<file path="src/rtl/pmc_pkg.sv">
package pmc_pkg;
   localparam int ADDR_W = 7;
   localparam logic [ADDR_W-1:0] A_CTRL    = 7'h00;
   localparam logic [ADDR_W-1:0] A_CEN_SET = 7'h01;
   localparam logic [ADDR_W-1:0] A_CEN_CLR = 7'h02;
   localparam logic [ADDR_W-1:0] A_IEN_SET = 7'h03;
   localparam logic [ADDR_W-1:0] A_IEN_CLR = 7'h04;
   localparam logic [ADDR_W-1:0] A_OVF_CLR = 7'h05;
   localparam logic [ADDR_W-1:0] A_SWINC   = 7'h06;
   localparam logic [ADDR_W-1:0] A_CYC_LO  = 7'h08;
   localparam logic [ADDR_W-1:0] A_CYC_HI  = 7'h09;
   localparam int A_CNT_BASE = 'h20;
   localparam int A_TYP_BASE = 'h40;
   localparam int B_EN = 0;
   localparam int B_PCLR = 1;
   localparam int B_CCLR = 2;
   localparam int B_LONG = 3;
   localparam int N_LSB = 8;
   localparam int TYP_W = 16;
   localparam int CYC_IDX = 31;
   localparam logic [TYP_W-1:0] EV_SWINC = 16'h0000;
   localparam logic [TYP_W-1:0] EV_CHAIN = 16'h001E;

   function automatic logic [TYP_W-1:0] evt_field_mask(input bit wide);
      return wide ? 16'hFFFF : 16'h03FF;
   endfunction
endpackage

</file>
<file path="src/rtl/pmc_event_ctr.sv">
module pmc_event_ctr
   import pmc_pkg::*;
#(
   parameter int EVT_IN = 8,
   parameter bit WIDE_EVT = 1'b1
) (
   input  logic              clk,
   input  logic              rst_n,
   input  logic              glb_en,
   input  logic              cnt_en,
   input  logic [EVT_IN-1:0] evt_in,
   input  logic              sw_hit,
   input  logic              chain_hit,
   input  logic              wr_cnt,
   input  logic              wr_typ,
   input  logic              clr,
   input  logic [31:0]       wr_data,
   output logic [31:0]       cnt_q,
   output logic [TYP_W-1:0]  typ_q,
   output logic              wrap_o
);
   localparam int IW = (EVT_IN > 1) ? $clog2(EVT_IN) : 1;
   localparam logic [TYP_W-1:0] TMASK = evt_field_mask(WIDE_EVT);

   logic       live, hw_inc, sw_inc, ch_inc;
   logic [1:0] step;
   logic [32:0] sum;

   assign live   = glb_en & cnt_en;
   assign hw_inc = live && (typ_q < TYP_W'(EVT_IN)) && evt_in[typ_q[IW-1:0]];
   assign sw_inc = live & sw_hit & (typ_q == EV_SWINC);
   assign ch_inc = live & chain_hit & (typ_q == EV_CHAIN);
   assign step   = {1'b0, hw_inc} + {1'b0, sw_inc} + {1'b0, ch_inc};
   assign sum    = {1'b0, cnt_q} + {31'b0, step};
   assign wrap_o = sum[32] & ~wr_cnt & ~clr;

   always_ff @(posedge clk or negedge rst_n) begin
      if (!rst_n) begin
         cnt_q <= '0;
         typ_q <= '0;
      end else begin
         if (clr)         cnt_q <= '0;
         else if (wr_cnt) cnt_q <= wr_data;
         else             cnt_q <= sum[31:0];
         if (wr_typ)      typ_q <= wr_data[TYP_W-1:0] & TMASK;
      end
   end


   hold_when_off_chk: assert property (@(posedge clk) disable iff (!rst_n)
      (!glb_en && !wr_cnt && !clr) |=> $stable(cnt_q));

   p_clear_chk: assert property (@(posedge clk) disable iff (!rst_n)
      clr |=> (cnt_q == '0));

   wrap_low_chk: assert property (@(posedge clk) disable iff (!rst_n)
      wrap_o |=> (cnt_q <= 32'd1));
endmodule

</file>
<file path="src/rtl/pmc_cycle_ctr.sv">
module pmc_cycle_ctr (
   input  logic        clk,
   input  logic        rst_n,
   input  logic        run,
   input  logic        long_mode,
   input  logic        clr,
   input  logic        wr_lo,
   input  logic        wr_hi,
   input  logic [31:0] wr_data,
   output logic [63:0] cyc_q,
   output logic        wrap_o
);
   logic quiet;
   assign quiet  = ~clr & ~wr_lo & ~wr_hi;
   assign wrap_o = run & quiet & (long_mode ? (&cyc_q) : (&cyc_q[31:0]));

   always_ff @(posedge clk or negedge rst_n) begin
      if (!rst_n)      cyc_q <= '0;
      else if (clr)    cyc_q <= '0;
      else if (wr_lo)  cyc_q <= {cyc_q[63:32], wr_data};
      else if (wr_hi)  cyc_q <= {wr_data, cyc_q[31:0]};
      else if (run)    cyc_q <= cyc_q + 64'd1;
   end


   cyc_step_chk: assert property (@(posedge clk) disable iff (!rst_n)
      (run && quiet) |=> (cyc_q == $past(cyc_q) + 64'd1));

   c_clear_chk: assert property (@(posedge clk) disable iff (!rst_n)
      clr |=> (cyc_q == '0));
endmodule

</file>
<file path="src/rtl/perf_ctr_bank.sv">
module perf_ctr_bank
   import pmc_pkg::*;
#(
   parameter int N_EVT = 4,
   parameter int EVT_IN = 8,
   parameter bit WIDE_EVT = 1'b1
) (
   input  logic              clk,
   input  logic              rst_n,
   input  logic              wr_en,
   input  logic [6:0]        wr_addr,
   input  logic [31:0]       wr_data,
   input  logic [6:0]        rd_addr,
   input  logic [EVT_IN-1:0] evt_in,
   output logic [31:0]       rd_data,
   output logic              irq
);
   localparam logic [31:0] VALID = ((32'h1 << N_EVT) - 32'h1) | 32'h8000_0000;

   if (N_EVT < 1 || N_EVT > 31) begin : g_bad_n
      $error("N_EVT must lie in 1..31");
   end
   if (EVT_IN < 2 || EVT_IN > 16) begin : g_bad_in
      $error("EVT_IN must lie in 2..16");
   end

   logic        ctl_e, ctl_lc;
   logic [31:0] cen_q, ien_q, ovf_q, wrap_vec;
   logic        wr_ctl, p_clr, c_clr;
   logic [31:0] sw_mask, dmask;
   logic [63:0] cyc_q;
   logic        cyc_wrap;
   logic [31:0] cnt_q [N_EVT];
   logic [TYP_W-1:0] typ_q [N_EVT];
   logic [N_EVT-1:0] wrap, wr_cnt, wr_typ, chain_in;

   assign dmask   = wr_data & VALID;
   assign wr_ctl  = wr_en && (wr_addr == A_CTRL);
   assign p_clr   = wr_ctl & wr_data[B_PCLR];
   assign c_clr   = wr_ctl & wr_data[B_CCLR];
   assign sw_mask = (wr_en && wr_addr == A_SWINC) ? (dmask & 32'h7FFF_FFFF) : '0;

   for (genvar i = 0; i < N_EVT; i++) begin : g_ctr
      assign wr_cnt[i] = wr_en && (wr_addr == 7'(A_CNT_BASE + i));
      assign wr_typ[i] = wr_en && (wr_addr == 7'(A_TYP_BASE + i));
      if (i % 2 == 1) begin : g_odd
         assign chain_in[i] = wrap[i-1];

         chain_step_chk: assert property (@(posedge clk) disable iff (!rst_n)
            (wrap[i-1] && ctl_e && cen_q[i] && typ_q[i] == EV_CHAIN && !wr_cnt[i] && !p_clr)
            |=> (cnt_q[i] == $past(cnt_q[i]) + 32'd1));
      end else begin : g_even
         assign chain_in[i] = 1'b0;
      end
      pmc_event_ctr #(.EVT_IN(EVT_IN), .WIDE_EVT(WIDE_EVT)) u_ctr (
         .clk(clk), .rst_n(rst_n), .glb_en(ctl_e), .cnt_en(cen_q[i]),
         .evt_in(evt_in), .sw_hit(sw_mask[i]), .chain_hit(chain_in[i]),
         .wr_cnt(wr_cnt[i]), .wr_typ(wr_typ[i]), .clr(p_clr),
         .wr_data(wr_data), .cnt_q(cnt_q[i]), .typ_q(typ_q[i]), .wrap_o(wrap[i]));

      ovf_mark_chk: assert property (@(posedge clk) disable iff (!rst_n)
         wrap[i] |=> ovf_q[i]);
   end

   pmc_cycle_ctr u_cyc (
      .clk(clk), .rst_n(rst_n), .run(ctl_e & cen_q[CYC_IDX]), .long_mode(ctl_lc),
      .clr(c_clr), .wr_lo(wr_en && wr_addr == A_CYC_LO),
      .wr_hi(wr_en && wr_addr == A_CYC_HI), .wr_data(wr_data),
      .cyc_q(cyc_q), .wrap_o(cyc_wrap));

   always_comb begin
      wrap_vec = '0;
      wrap_vec[N_EVT-1:0] = wrap;
      wrap_vec[CYC_IDX] = cyc_wrap;
   end

   always_ff @(posedge clk or negedge rst_n) begin
      if (!rst_n) begin
         ctl_e <= 1'b0;
         ctl_lc <= 1'b0;
         cen_q <= '0;
         ien_q <= '0;
         ovf_q <= '0;
      end else begin
         if (wr_ctl) begin
            ctl_e  <= wr_data[B_EN];
            ctl_lc <= wr_data[B_LONG];
         end
         if (wr_en && wr_addr == A_CEN_SET) cen_q <= cen_q | dmask;
         if (wr_en && wr_addr == A_CEN_CLR) cen_q <= cen_q & ~dmask;
         if (wr_en && wr_addr == A_IEN_SET) ien_q <= ien_q | dmask;
         if (wr_en && wr_addr == A_IEN_CLR) ien_q <= ien_q & ~dmask;
         if (wr_en && wr_addr == A_OVF_CLR) ovf_q <= (ovf_q & ~dmask) | wrap_vec;
         else                               ovf_q <= ovf_q | wrap_vec;
      end
   end

   assign irq = ctl_e & (|(ovf_q & cen_q & ien_q));

   always_comb begin
      rd_data = '0;
      case (rd_addr)
         A_CTRL:               rd_data = (32'(N_EVT) << N_LSB) | (32'(ctl_lc) << B_LONG) | 32'(ctl_e);
         A_CEN_SET, A_CEN_CLR: rd_data = cen_q;
         A_IEN_SET, A_IEN_CLR: rd_data = ien_q;
         A_OVF_CLR:            rd_data = ovf_q;
         A_CYC_LO:             rd_data = cyc_q[31:0];
         A_CYC_HI:             rd_data = cyc_q[63:32];
         default:              rd_data = '0;
      endcase
      for (int k = 0; k < N_EVT; k++) begin
         if (rd_addr == 7'(A_CNT_BASE + k)) rd_data = cnt_q[k];
         if (rd_addr == 7'(A_TYP_BASE + k)) rd_data = {16'b0, typ_q[k]};
      end
   end


   valid_bits_chk: assert property (@(posedge clk) disable iff (!rst_n)
      ((cen_q | ien_q | ovf_q) & ~VALID) == '0);

   irq_off_chk: assert property (@(posedge clk) disable iff (!rst_n)
      (wr_ctl && !wr_data[B_EN]) |=> !irq);
endmodule

</file>
<file path="config.mk">
export PLATFORM = sky130hd
export DESIGN_NAME = perf_ctr_bank
export DESIGN_NICKNAME = d
export VERILOG_FILES = /design/src/rtl/pmc_pkg.sv /design/src/rtl/pmc_event_ctr.sv /design/src/rtl/pmc_cycle_ctr.sv /design/src/rtl/perf_ctr_bank.sv
export SDC_FILE = /design/constraint.sdc
export NUM_CORES = 1
export LEC_CHECK = 0
export CAP_MARGIN = 20
export CORE_MARGIN = 5
export CORE_UTILIZATION = 30
export CTS_BUF_LIST = sky130_fd_sc_hd__clkbuf_2 sky130_fd_sc_hd__clkbuf_4 sky130_fd_sc_hd__clkbuf_8
export DETAILED_ROUTE_END_ITERATION = 7
export GPL_TIMING_DRIVEN = 0
export MAX_ROUTING_LAYER = met4
export PLACE_DENSITY = 0.51
export SLEW_MARGIN = 10
export SYNTH_ARGS = -nofsm -noshare
export SYNTH_HDL_FRONTEND = slang
export SYNTH_SLANG_ARGS = --single-unit
</file>
<file path="constraint.sdc">
create_clock -name clk -period 15.1 [get_ports clk]
set_clock_uncertainty 0.15 [all_clocks]
set_input_delay 3.775 -clock clk [delete_from_list [all_inputs] [get_ports clk]]
set_output_delay 3.775 -clock clk [all_outputs]
set_load 0.01 [all_outputs]
</file>
==> parameters.txt <==
Parameter                              Value

Finish
  Fraction of final layout cells with drive strength greater than 1    10.3%
  Final Core Density    35.3%
  Final nets    2195
  Cell area after layout    20300 um^2
  P&R area growth vs syn    16.9%
  Fill cell count    6034
  Number of standard cells in the final layout excluding fillers    2931
  Number of inserted diodes    0

Timing
  Slew headroom    18.8%
  Final worst path period need    11720 ps
  Highest clock frequency the design can meet    0.0853 GHz
  Tcrit/Tclk final    77.6%
  Worst hold-check slack    382 ps
  Measured slew at the worst slew-check pin    1220 ps
  Total negative setup slack    0 ps
  RSZ-0062 raised after global routing    false
  Endpoints failing setup    0
  Final hold violations    0
  Final-report max-slew violation count    0

CTS
  Maximum buffer depth of the clock tree    3
  Insertion delay to the later sink of the worst-skew pair    670 ps
  Buffer cell driving the clock tree root    sky130_fd_sc_hd__clkbuf_8
  Inserted Clock Buffers    52
  Clock transition at the registers of the reported paths    60 ps
  Clock tree from TritonCTS    done
  Resized cells post-CTS    0
  H-tree depth reported by CTS    2
  CTS hold repair buffers    0
  Post-CTS Repair Setup Buffers    0
  Number of sinks driven by the clock tree    273

Synth
  Synthesized area per cell    8.71 um^2
  Number of synthesis warnings    0
  Cell count after synthesis    1993
  Count of unique library cells instantiated by Yosys    76
  Area of the mapped netlist    17400 um^2
  Count of state elements after synthesis    273
  Post-synthesis sequential area ratio    39.3%
  Fraction of registers with async set or reset after synthesis    100%
  EDFF count, synth    0
  Most used flip-flop cell after synthesis    sky130_fd_sc_hd__dfrtp_1
  Net count of the mapped netlist    2063

Floorplanning
  Overall die area    62800 um^2
  Cell Rows    88
  Floorplan core area    57500 um^2
  DIE WIDTH    251 um
  Initial Utilization    30.2%
  Floorplan die height    251 um
  IO Count    90

Min path
  HP Class    reg2reg

Placement
  Post-DP HPWL    58400 um
  Weighted congestion at the end of routability-driven global placement    0.989
  Placed cell count    2836
  Count of input and output buffers    74
  Area post-placement    19200 um^2

Run
  Number of max-cap violations    0

GRT
  Wire length of the first global-routing pass    115000 um
  Global route total overflow    0
  M1 GR Usage    33.9%
  Gr usage total    24.6%
  Global routing's busiest layer    met2
  Maximum number of pins on one net before global-route repair    96
  Met2 usage in global routing    36.4%
  Number of global-route vias before repair    16700
  Initial antenna violation count    1
  Met3 layer usage reported by global route    4.63%

Routing
  DRC violations left    0
  Via-to-Cell Ratio    5.92
  Antenna viol nets, final    0
  Detailed-router iteration count before antenna repair    6
  Routed wirelength normalized by instance count    26.6 um
  Total via count in the routed design    17300
  Total length of routed wires    78000 um
  DRC violation total after the first TritonRoute iteration    1809

Setup path
  Category of the critical setup timing path    in2out
  Element type at the critical path end    output pin
  Data arrival time of the critical path    7790 ps
  Peak fanout along the critical path    10
  Crit start category    input pin
  Worst setup slack for register-to-register paths    7390 ps
  Required time at the worst-slack endpoint    11180 ps

Power and ir drop
  Power density of the placed cells    104 nW/um^2
  Leakage Power    0.00787 uW
  Peak supply drop    0.0500 mV

Run status
  Run status    finished clean
==> registers in the layout, summed over array words and instances (netlist names), named ones only <==
signal,count
g_ctr.u_ctr.cnt_q,128
g_ctr.u_ctr.typ_q,64
ovf_q,5
ctl_e,1
u_cyc.cyc_q,64
ctl_lc,1
==> cells in the mapped netlist (all sizes together) (21+ instances only) <==
cell type | number | area share [%]
nand4 | 62 | 2.3
inv | 31 | 0.67
nand2 | 184 | 4.0
nor3 | 39 | 1.2
a22oi | 21 | 0.91
xor2 | 106 | 5.3
dfrtp | 273 | 39
a211oi | 60 | 2.6
nor2 | 194 | 4.2
a21oi | 128 | 3.7
nor4 | 34 | 1.4
o21ai | 173 | 5.0
and3 | 33 | 1.2
nand3 | 101 | 3.0
clkbuf | 121 | 2.7
mux2 | 69 | 4.5
a221oi | 29 | 1.5
and4 | 21 | 1.1
buf | 24 | 0.63
xnor2 | 61 | 3.1
==> cell usage in the layout (no fill, tap or decap), types with 29 or more instances in the layout <==
cell / n
sky130_fd_sc_hd__clkbuf_1: 118
sky130_fd_sc_hd__dfrtp_1: 273
sky130_fd_sc_hd__mux2_2: 69
sky130_fd_sc_hd__a211oi_1: 60
sky130_fd_sc_hd__clkbuf_8: 71
sky130_fd_sc_hd__clkdlybuf4s50_1: 73
sky130_fd_sc_hd__nor4_1: 30
sky130_fd_sc_hd__nor2_1: 194
sky130_fd_sc_hd__xor2_1: 106
sky130_fd_sc_hd__and3_1: 32
sky130_fd_sc_hd__a221oi_1: 29
sky130_fd_sc_hd__inv_1: 31
sky130_fd_sc_hd__a21oi_1: 128
sky130_fd_sc_hd__nand3_1: 99
sky130_fd_sc_hd__xnor2_1: 61
sky130_fd_sc_hd__nand2_1: 184
sky130_fd_sc_hd__o21ai_0: 173
sky130_fd_sc_hd__nor3_1: 36
sky130_fd_sc_hd__nand4_1: 61
==> logic make-up after synthesis <==
kind of cell | Yosys count | synth area share, %
xor+xnor | 167 | 8.42
fa+ha+maj | 13 | 1.20
buf+inv | 177 | 4.01
mux | 89 | 6.20
flops | 273 | 39.3
simple gates | 746 | 21.7
compound gates | 528 | 19.1
==> routing by layer <==
layer | part of all wire, % | up-vias
met5 | 0 | -
met4 | 4.0 | 0
met3 | 7.4 | 159
met2 | 44 | 830
met1 | 45 | 8743
li1 | - | 7608
==> final cells by class <==
cell class,instances,area [um^2],share of cell area (%)
Clock inverter,11,62.6,0.308
Sequential cell,273,6830,33.7
Inverter,32,120,0.592
Buffer,145,577,2.84
Timing Repair Buffer,78,831,4.09
Clock buffer,84,1070,5.26
Multi-Input combinational cell,1543,9850,48.5
Tap cell,765,957,4.72
==> metrics by stage <==
stage / setup slack [ps] / total power, uW
2_1_floorplan: 5480 / 1140
3_3_place_gp: -2600 / 1290
3_5_place_dp: 3240 / 1310
4_1_cts: 3550 / 2120
5_1_grt: 3340 / 2200
6_report: 3380 / 2110
==> final timing paths <==
path	start	end	cells after the start
min reg2reg	g_ctr[3].u_ctr.typ_q[11]$_DFFE_PN0P_	g_ctr[3].u_ctr.typ_q[11]$_DFFE_PN0P_	1
max reg2reg	ctl_e$_DFFE_PN0P_	g_ctr[1].u_ctr.cnt_q[24]$_DFF_PN0_	27
max	rd_addr[5]	rd_data[13]	9
min in group asynchronous	rst_n	g_ctr[2].u_ctr.typ_q[14]$_DFFE_PN0P_	1
min	g_ctr[3].u_ctr.typ_q[11]$_DFFE_PN0P_	g_ctr[3].u_ctr.typ_q[11]$_DFFE_PN0P_	1
max in group asynchronous	rst_n	u_cyc.cyc_q[26]$_DFFE_PN0P_	3
==> power by group <==
group / leakage (uW) / total (uW) / internal (uW) / switching (uW)
Sequential: 0.00363 / 985 / 833 / 152
Clock: 0.000612 / 806 / 448 / 358
Combinational: 0.00363 / 320 / 145 / 175
Total: 0.00787 / 2110 / 1430 / 685
==> worst max-delay path, cell delays in order <==
cell and delay, ps:
sky130_fd_sc_hd__clkdlybuf4s50_1 630, sky130_fd_sc_hd__clkbuf_1 460, sky130_fd_sc_hd__nand2_1 300, sky130_fd_sc_hd__nor2_1 600, sky130_fd_sc_hd__clkbuf_1 590, sky130_fd_sc_hd__a221o_1 330, sky130_fd_sc_hd__o221ai_1 300, sky130_fd_sc_hd__a21oi_1 240
sky130_fd_sc_hd__clkdlybuf4s50_1 560
Power figures use the tool's default switching activity.
